==> src/rtl/qb_pkg.sv <==
// Package qb_pkg: shared opcode type and default geometry for the
// quad byte-lane ALU. Assumes opcodes are two bits wide.
package qb_pkg;
    typedef enum logic [1:0] {
        QB_ADD = 2'b00,
        QB_SUB = 2'b01,
        QB_AVG = 2'b10,
        QB_SAD = 2'b11
    } qb_op_e;
endpackage

==> src/rtl/qb_lane.sv <==
// Module qb_lane: purely combinational arithmetic for one unsigned lane.
// Produces the lane result for the selected opcode and the absolute
// difference used by the accumulator. Assumes unsigned operands.
module qb_lane
    import qb_pkg::*;
#(
    parameter int LANE_W = 8
) (
    input  qb_op_e             op,
    input  logic [LANE_W-1:0]  a,
    input  logic [LANE_W-1:0]  b,
    output logic [LANE_W-1:0]  res,
    output logic [LANE_W-1:0]  absdiff
);
    logic [LANE_W:0] wide_sum;
    logic [LANE_W:0] rounded;

    // Widened sum and rounding term for the average
    always_comb begin
        wide_sum = {1'b0, a} + {1'b0, b};
        rounded  = wide_sum + {{LANE_W{1'b0}}, 1'b1};
    end

    // Absolute difference, subtracting the smaller operand
    always_comb begin
        if (a >= b) absdiff = a - b;
        else        absdiff = b - a;
    end

    // Opcode selection of the lane result
    always_comb begin
        unique case (op)
            QB_ADD:  res = wide_sum[LANE_W-1:0];
            QB_SUB:  res = a - b;
            QB_AVG:  res = rounded[LANE_W:1];
            default: res = absdiff;
        endcase
    end
endmodule

==> src/rtl/qb_acc.sv <==
// Module qb_acc: one saturating unsigned accumulator for a lane.
// A clear together with an accumulate starts from zero, and a clear
// alone zeroes the total. Assumes ACC_W > LANE_W.
module qb_acc #(
    parameter int LANE_W = 8,
    parameter int ACC_W  = 16
) (
    input  logic              clk,
    input  logic              rst_n,
    input  logic              clr,
    input  logic              acc_en,
    input  logic [LANE_W-1:0] diff,
    output logic [ACC_W-1:0]  acc
);
    localparam logic [ACC_W-1:0] ACC_MAX = {ACC_W{1'b1}};

    logic [ACC_W-1:0] base;
    logic [ACC_W:0]   total;
    logic [ACC_W-1:0] next_acc;

    // Pick the starting value and add with one extra carry bit
    always_comb begin
        base  = clr ? '0 : acc;
        total = {1'b0, base} + {{(ACC_W+1-LANE_W){1'b0}}, diff};
        next_acc = total[ACC_W] ? ACC_MAX : total[ACC_W-1:0];
    end

    // Register the accumulator
    always_ff @(posedge clk) begin
        if (!rst_n)      acc <= '0;
        else if (acc_en) acc <= next_acc;
        else if (clr)    acc <= '0;
    end
endmodule

==> src/rtl/quad_byte_alu.sv <==
// Module quad_byte_alu: top of the packed-byte SIMD ALU. Replicates
// the lane datapath and accumulator per lane, registers the packed
// result, and flags it valid for one cycle. Assumes lane 0 sits in the
// least significant bits and that all lanes are unsigned.
module quad_byte_alu
    import qb_pkg::*;
#(
    parameter int LANES  = 4,
    parameter int LANE_W = 8,
    parameter int ACC_W  = 16,
    localparam int DATA_W = LANES * LANE_W,
    localparam int ACCS_W = LANES * ACC_W
) (
    input  logic              clk,
    input  logic              rst_n,
    input  logic              op_valid,
    input  logic [1:0]        op_code,
    input  logic [DATA_W-1:0] opnd_a,
    input  logic [DATA_W-1:0] opnd_b,
    input  logic              acc_clear,
    output logic [DATA_W-1:0] result,
    output logic              result_valid,
    output logic [ACCS_W-1:0] acc_out
);
    qb_op_e            op;
    logic              do_sad;
    logic [DATA_W-1:0] lane_res;
    logic [DATA_W-1:0] lane_diff;

    // Decode the opcode and the accumulate strobe
    always_comb begin
        op     = qb_op_e'(op_code);
        do_sad = op_valid && (op == QB_SAD);
    end

    for (genvar i = 0; i < LANES; i++) begin : g_lane
        qb_lane #(.LANE_W(LANE_W)) u_lane (
            .op      (op),
            .a       (opnd_a[i*LANE_W +: LANE_W]),
            .b       (opnd_b[i*LANE_W +: LANE_W]),
            .res     (lane_res[i*LANE_W +: LANE_W]),
            .absdiff (lane_diff[i*LANE_W +: LANE_W])
        );

        qb_acc #(.LANE_W(LANE_W), .ACC_W(ACC_W)) u_acc (
            .clk    (clk),
            .rst_n  (rst_n),
            .clr    (acc_clear),
            .acc_en (do_sad),
            .diff   (lane_diff[i*LANE_W +: LANE_W]),
            .acc    (acc_out[i*ACC_W +: ACC_W])
        );
    end

    // Register the packed result when an operation is issued
    always_ff @(posedge clk) begin
        if (!rst_n)        result <= '0;
        else if (op_valid) result <= lane_res;
    end

    // One-cycle valid flag following each issued operation
    always_ff @(posedge clk) begin
        if (!rst_n) result_valid <= 1'b0;
        else        result_valid <= op_valid;
    end
endmodule

==> config.mk <==
export PLATFORM = sky130hd
export DESIGN_NAME = quad_byte_alu
export DESIGN_NICKNAME = d
export VERILOG_FILES = /design/src/rtl/qb_pkg.sv /design/src/rtl/qb_lane.sv /design/src/rtl/qb_acc.sv /design/src/rtl/quad_byte_alu.sv
export SDC_FILE = /design/constraint.sdc
export NUM_CORES = 1
export LEC_CHECK = 0
export ABC_AREA = 1
export BUFFER_PORTS_ARGS = -buffer_cell sky130_fd_sc_hd__buf_2
export CORE_MARGIN = 2
export CORE_UTILIZATION = 55
export CTS_CLUSTER_DIAMETER = 50
export DETAILED_ROUTE_END_ITERATION = 6
export HOLD_SLACK_MARGIN = 0.05
export PLACE_DENSITY = 0.79
export SLEW_MARGIN = 20
export SYNTH_ARGS = -nofsm -noshare
export SYNTH_HDL_FRONTEND = slang
export SYNTH_HIERARCHICAL = 1
export SYNTH_SLANG_ARGS = --single-unit
==> constraint.sdc <==
create_clock -name clk -period 2.9 [get_ports clk]
set_input_delay 0.145 -clock clk [delete_from_list [all_inputs] [get_ports clk]]
set_output_delay 0.145 -clock clk [all_outputs]
set_load 0.01 [all_outputs]
# Word level (Yosys, flattened, before mapping)
# Cells that the tools add are included.
[word_totals]
reg_bits = 97
in_bits = 70
output_inout_bits = 97
elab_cells = 55
[classes]
addsub = 20
magnitude_cmp = 4
eq_ne = 3
n_mux = 20
n_reduce_logical = 2
[op_table]
columns = ["operator", "count"]
rows = [
  ["$mux 16", 12],
  ["$pmux 8 s3", 4],
  ["$add 16x8->17", 4],
  ["$sub 8x8->8", 8],
  ["$add 8x8->9", 4],
  ["$add 9x1->9 const B", 4],
  ["$ge 8x8->1", 4],
  ["$mux 8", 4],
  ["$eq 2x2->1 const B", 2],
  ["$eq 2x1->1 const B", 1],
  ["$logic_not 2->1", 1],
  ["$logic_and 1x1->1", 1],
]

# Depth between registers and ports, before layout
[logic_depth]
word_depth = 5
mapped_depth = 24
mapped_depth_nobuf = 23

# Cells and area by module
# Netlist, hierarchy kept.
[by_module_without_submodules]
columns = ["mod", "instances", "cells_each", "area_per_inst_um2", "seq_area_each_um2"]
rows = [
  ["qb_lane at g_lane[0].u_lane ...", 3, 263, 1604.0, 0.0],
  ["qb_acc at g_lane[1].u_acc ...", 2, 214, 1382.6, 320.3],
  ["qb_acc at g_lane[0].u_acc ...", 2, 213, 1358.8, 320.3],
  ["qb_lane at g_lane[3].u_lane", 1, 254, 1503.9, 0.0],
  ["quad_byte_alu", 1, 207, 1346.3, 660.6],
]

# Worst setup path before layout
# Ideal clock, no wire load.
[synth_timing]
path_kind = "input port to flip-flop"
start = "input port opnd_a[24]"
end = "register g_lane[3].u_acc.acc[2]"
setup_time_ns = 0.115
arrival_ns = 2.699
t_required_ns = 2.785
path_slack_ns = 0.085
stages = 20
path_buffers = 1
cell_sequence = "inv_1 -> ha_1 -> inv_1 -> fa_1 -> a21oi_1 -> o21ai_1 -> nand2_1 -> nand3_2 -> buf_6 -> nand2_1 -> o21ai_2 -> fa_1 -> nand2_1 -> nand3_1 -> nand3_1 -> nand2_1 -> nand2_2 -> nand2_2 -> o21ai_0 -> inv_1"
[synth_via]
elab_chain_cells = 5
word_cells_on_any_way = 7
classes_between = "3 x add/sub; 1 x order compare; 3 x mux"
[synth_rtl]
columns = ["item", "line", "rtl"]
rows = [
  ["start, declared", "quad_byte_alu.sv:18", "input logic [DATA_W-1:0] opnd_a,"],
  ["$sub 8x8->8, or another cell as far along", "qb_lane.sv:27", "else absdiff = b - a;"],
  ["$mux 8 (*)", "qb_lane.sv:26", "if (a >= b) absdiff = a - b;"],
  ["via lane_diff[25]", "quad_byte_alu.sv:28", "logic [DATA_W-1:0] lane_diff;"],
  ["$add 16x8->17 (*)", "qb_acc.sv:24", "total = {1'b0, base} + {{(ACC_W+1-LANE_W){1'b0}}, diff};"],
  ["$mux 16 (*)", "qb_acc.sv:25", "next_acc = total[ACC_W] ? ACC_MAX : total[ACC_W-1:0];"],
  ["$mux 16 (*)", "qb_acc.sv:31", "else if (acc_en) acc <= next_acc;"],
  ["end signal, assigned", "qb_acc.sv:31", ""],
  ["end, declared", "qb_acc.sv:13", "output logic [ACC_W-1:0] acc"],
]
# Mark *: on every way through the listed nets, which the timed path passes. The rest lies on a longest branch.
# A chain may end at the register's enable or synchronous reset.

# Final worst setup path
[layout_timing]
start = "input port opnd_a[0]"
end = "register g_lane[0].u_acc.acc[13]"
[layout_via]
elab_chain_cells = 5
word_cells_on_any_way = 7
classes_between = "3 x add/sub; 1 x order compare; 3 x mux"
[layout_rtl]
columns = ["item", "line"]
rows = [
  ["$sub 8x8->8, or another cell as far along", "qb_lane.sv:27"],
  ["$mux 8 (*)", "qb_lane.sv:26"],
  ["via lane_diff[2]", "quad_byte_alu.sv:28"],
  ["$add 16x8->17 (*)", "qb_acc.sv:24"],
  ["$mux 16 (*)", "qb_acc.sv:25"],
  ["$mux 16 (*)", "qb_acc.sv:31"],
  ["end signal, assigned", "qb_acc.sv:31"],
  ["end, declared", "qb_acc.sv:13"],
]
# Marks and branches as above.

==> metrics.md <==
| Metric | Value |
|---|---|
| Clk Tree Root Cell | `clkbuf_16` |
| Worst ir drop on vdd | `0.000332 V` |
| Global route overflow | `0` |
| Crit end category | `flop` |
| Largest net degree at the start of global routing | `66` |
| Delay-heaviest family, CP | `simple AND/OR/NAND/NOR gates` |
| Core area | `23500 um^2` |
| Top_reg_cell synth | `dfxtp_1` |
| Seq/Total Area, Yosys | `14.8%` |
| Die ar. | `25200 um^2` |
| Post-synth EDFFs | `0` |
| # resized after CTS | `0` |
| CP arrival | `2960 ps` |
| Post-DR vias/cell | `5.20` |
| Fin crit period | `2720 ps` |
| Ports | `167` |
| Placed Cells incl. Taps | `2731` |
| Port buffer count | `166` |
| Rows | `56` |
| Final Max Slew Viols | `0` |
| Area contributors post-synth | `nand2_1 16%, dfxtp_1 15%, ha_1 12%` |
| Syn avg cell area | `6.25 um^2` |
| Share of layout cells above drive strength 1 | `24.2%` |
| Yosys warns | `6` |
| Worst path required time | `3140 ps` |
| Final wirelength | `36900 um` |
| Number of diodes | `0` |
| Biggest area consumer among synthesized cells | `nand2_1` |
| Inserted Clock Buffers | `9` |
| Pwr/cell area | `356 nW/um^2` |
| Initial drt markers | `1055` |
| Clock Tree Buf Depth | `2` |
| Status | `finished, final reports clean` |
| Clk_lat worst skew | `360 ps` |
| GP Congestion | `0.959` |
| Die X | `159 um` |
| Commonest non-fill, non-tap cell in the layout | `nand2_1` |
| FFs w/ async S/R, synth | `0%` |
| LEAKAGE | `8.74 nW` |
| RSZ-0062 raised after global routing | `no` |
| Mapped Nets | `2318` |
| Crit-path max FO | `12` |
| Total GRT Usage | `29.2%` |
| Sw Share | `42.2%` |
| # hold bufs at CTS | `0` |
| Slew Limit Headroom | `53.9%` |
| Starting Density | `56.0%` |
| CP startpoint | `opnd_a[0]` |
| Post-Syn Instances | `2104` |
| Fin Hold WS | `309 ps` |
| Clock share of power | `22.1%` |
| Non-filler cells, final | `2747` |
| Reg power frac | `25.5%` |
| Final ANT Viol Nets | `0` |
| Cell Chain, Critical Path | `buf_2, inv_1, ha_1, inv_1, fa_1, a21oi_2, o21ai_2, nand2_1, nand3_2, buf_12, o21ai_1, ha_1, buf_4, inv_1, nand2_1, nand3_1, nand2_1, nand2_1, nand2_1, nand3_1, nand2_1, nor2_1, nor2_1` |
| Psw | `2.37 mW` |
| TritonRoute pass-1 iters | `6` |
| Vias in the first global route | `13300` |
| CP most frequent cell | `nand2_1` |
| Post-synth top area share | `15.8%` |
| CP max stage cell | `fa_1` |
| Period utilization | `93.8%` |
| Internal | `3.25 mW` |
| Final Hold Fails | `0` |
| Postcts setup bufs | `0` |
| Post-layout utilization of the core | `67.2%` |
| Routed WL per cell | `13.4 um` |
| FF-to-FF Start | `g_lane[2].u_acc/acc[3]` |
| First-pass GRT wire length | `60900 um` |
| Tightest Pin Transition | `692 ps` |
| Clk slew on worst S/H paths | `80 ps` |
| Max Cap Viol | `0` |
| CP max stage delay | `390 ps` |
| CP Class | `primary input to flop` |
| Hold Path Class | `primary input to flop` |
| DR vias | `14300` |
| Combinational power share | `52.3%` |
| Hpwl dp | `30400 um` |
| Layout area overhead | `20.1%` |
| Most frequent cells in the layout | `552 x nand2_1, 306 x inv_1, 242 x nor2_1, 189 x buf_4, 166 x buf_2` |
| DIE HEIGHT | `159 um` |
| CTS tree | `yes` |
| DRC violations left | `0` |
| Cell Area, Synth | `13100 um^2` |
| Hold Startpoint | `rst_n` |
| Final setup vio count | `0` |
| Final Skew | `10.5 ps` |
| WP buf/inv | `6` |
| #FFs+latches synth | `97` |
| Nets | `2637` |
| Critical Path Start Type | `primary input` |
| Max Fclk | `367 MHz` |
| Synth cell types | `54` |
| Clk sink count | `97` |
| H-tree depth | `3` |
| Initial antenna violation count | `0` |
## synthesized netlist by cell type (all sizes together) (2+ instances only)
library cell / number
a21oi: 108
o211ai: 4
clkinv: 7
clkbuf: 8
dfxtp: 97
nor2: 273
a21o: 3
fa: 16
nor3: 18
nand3: 202
a31oi: 15
xnor2: 17
nand3b: 10
nor3b: 3
o21bai: 15
inv: 344
nand2: 590
o2111ai: 2
xor2: 51
o21ai: 77
or2: 7
nand4: 56
and2: 3
nor4: 2
buf: 44
ha: 128
## worst min-delay path: stages
cell     delay (ps)
buf_2           300
nand2_1         150
nor2_1           30
## final timing paths
kind | to | slack, ps | cells past startpoint
hold reg to reg | result[0] | 470 | 2
hold / removal | result[25] | 310 | 3
setup / recovery | g_lane[0].u_acc/acc[13] | 180 | 23
setup reg to reg | g_lane[2].u_acc/acc[9] | 950 | 14
## layout make-up
cell class,instances,area [um^2]
clock inverter,6,55.1
inverter,351,1380
fill,2115,7690
clock buffer,10,239
sequential,97,1940
timing repair buffer,360,2350
tap,319,399
multi-input combinational,1604,9420
## cells by family after synthesis
kind of cell	after synthesis	synth area share, %
AO/OA/AOI/OAI	227	10.5
adder cells (fa/ha/maj)	144	14.6
flip-flops	97	14.8
XOR/XNOR	68	4.53
buffers and inverters	403	14.1
AND/OR/NAND/NOR	1165	41.5
## routing by layer
layer | global-route usage [%] | vias to the layer above | wire length, um
li1 | - | 7293 | -
met1 | 38.2 | 6487 | 16800
met2 | 50.9 | 433 | 17300
met3 | 2.50 | 76 | 1760
met4 | 9.31 | 0 | 1080
met5 | 0 | - | 0
## sequential cells by signal, indices dropped and copies added (netlist names)
name / count
g_lane.u_acc/acc: 64
result_valid: 1
result: 32
## power groups by stage
stage	clock network [mW]	registers [mW]	logic, mW
3_3_place_gp	0	1.46	2.82
5_1_grt	1.31	1.44	3.26
4_1_cts	1.25	1.43	2.89
3_5_place_dp	0	1.46	2.87
6_report	1.24	1.43	2.94
2_1_floorplan	0	1.49	1.84
## per-stage QoR
step           setup TNS (ps)  area, um^2  total power, mW  setup slack [ps]
3_5_place_dp            -5550       15400             4.33              -212
5_1_grt                     0       15800             6.01              2.08
4_1_cts                     0       15700             5.58               166
6_report                    0       15800             5.61               178
3_3_place_gp            -1060       15400             4.28             -84.1
2_1_floorplan               0       13100             3.32              85.3
No activity file was read; power rests on OpenSTA's default activity.
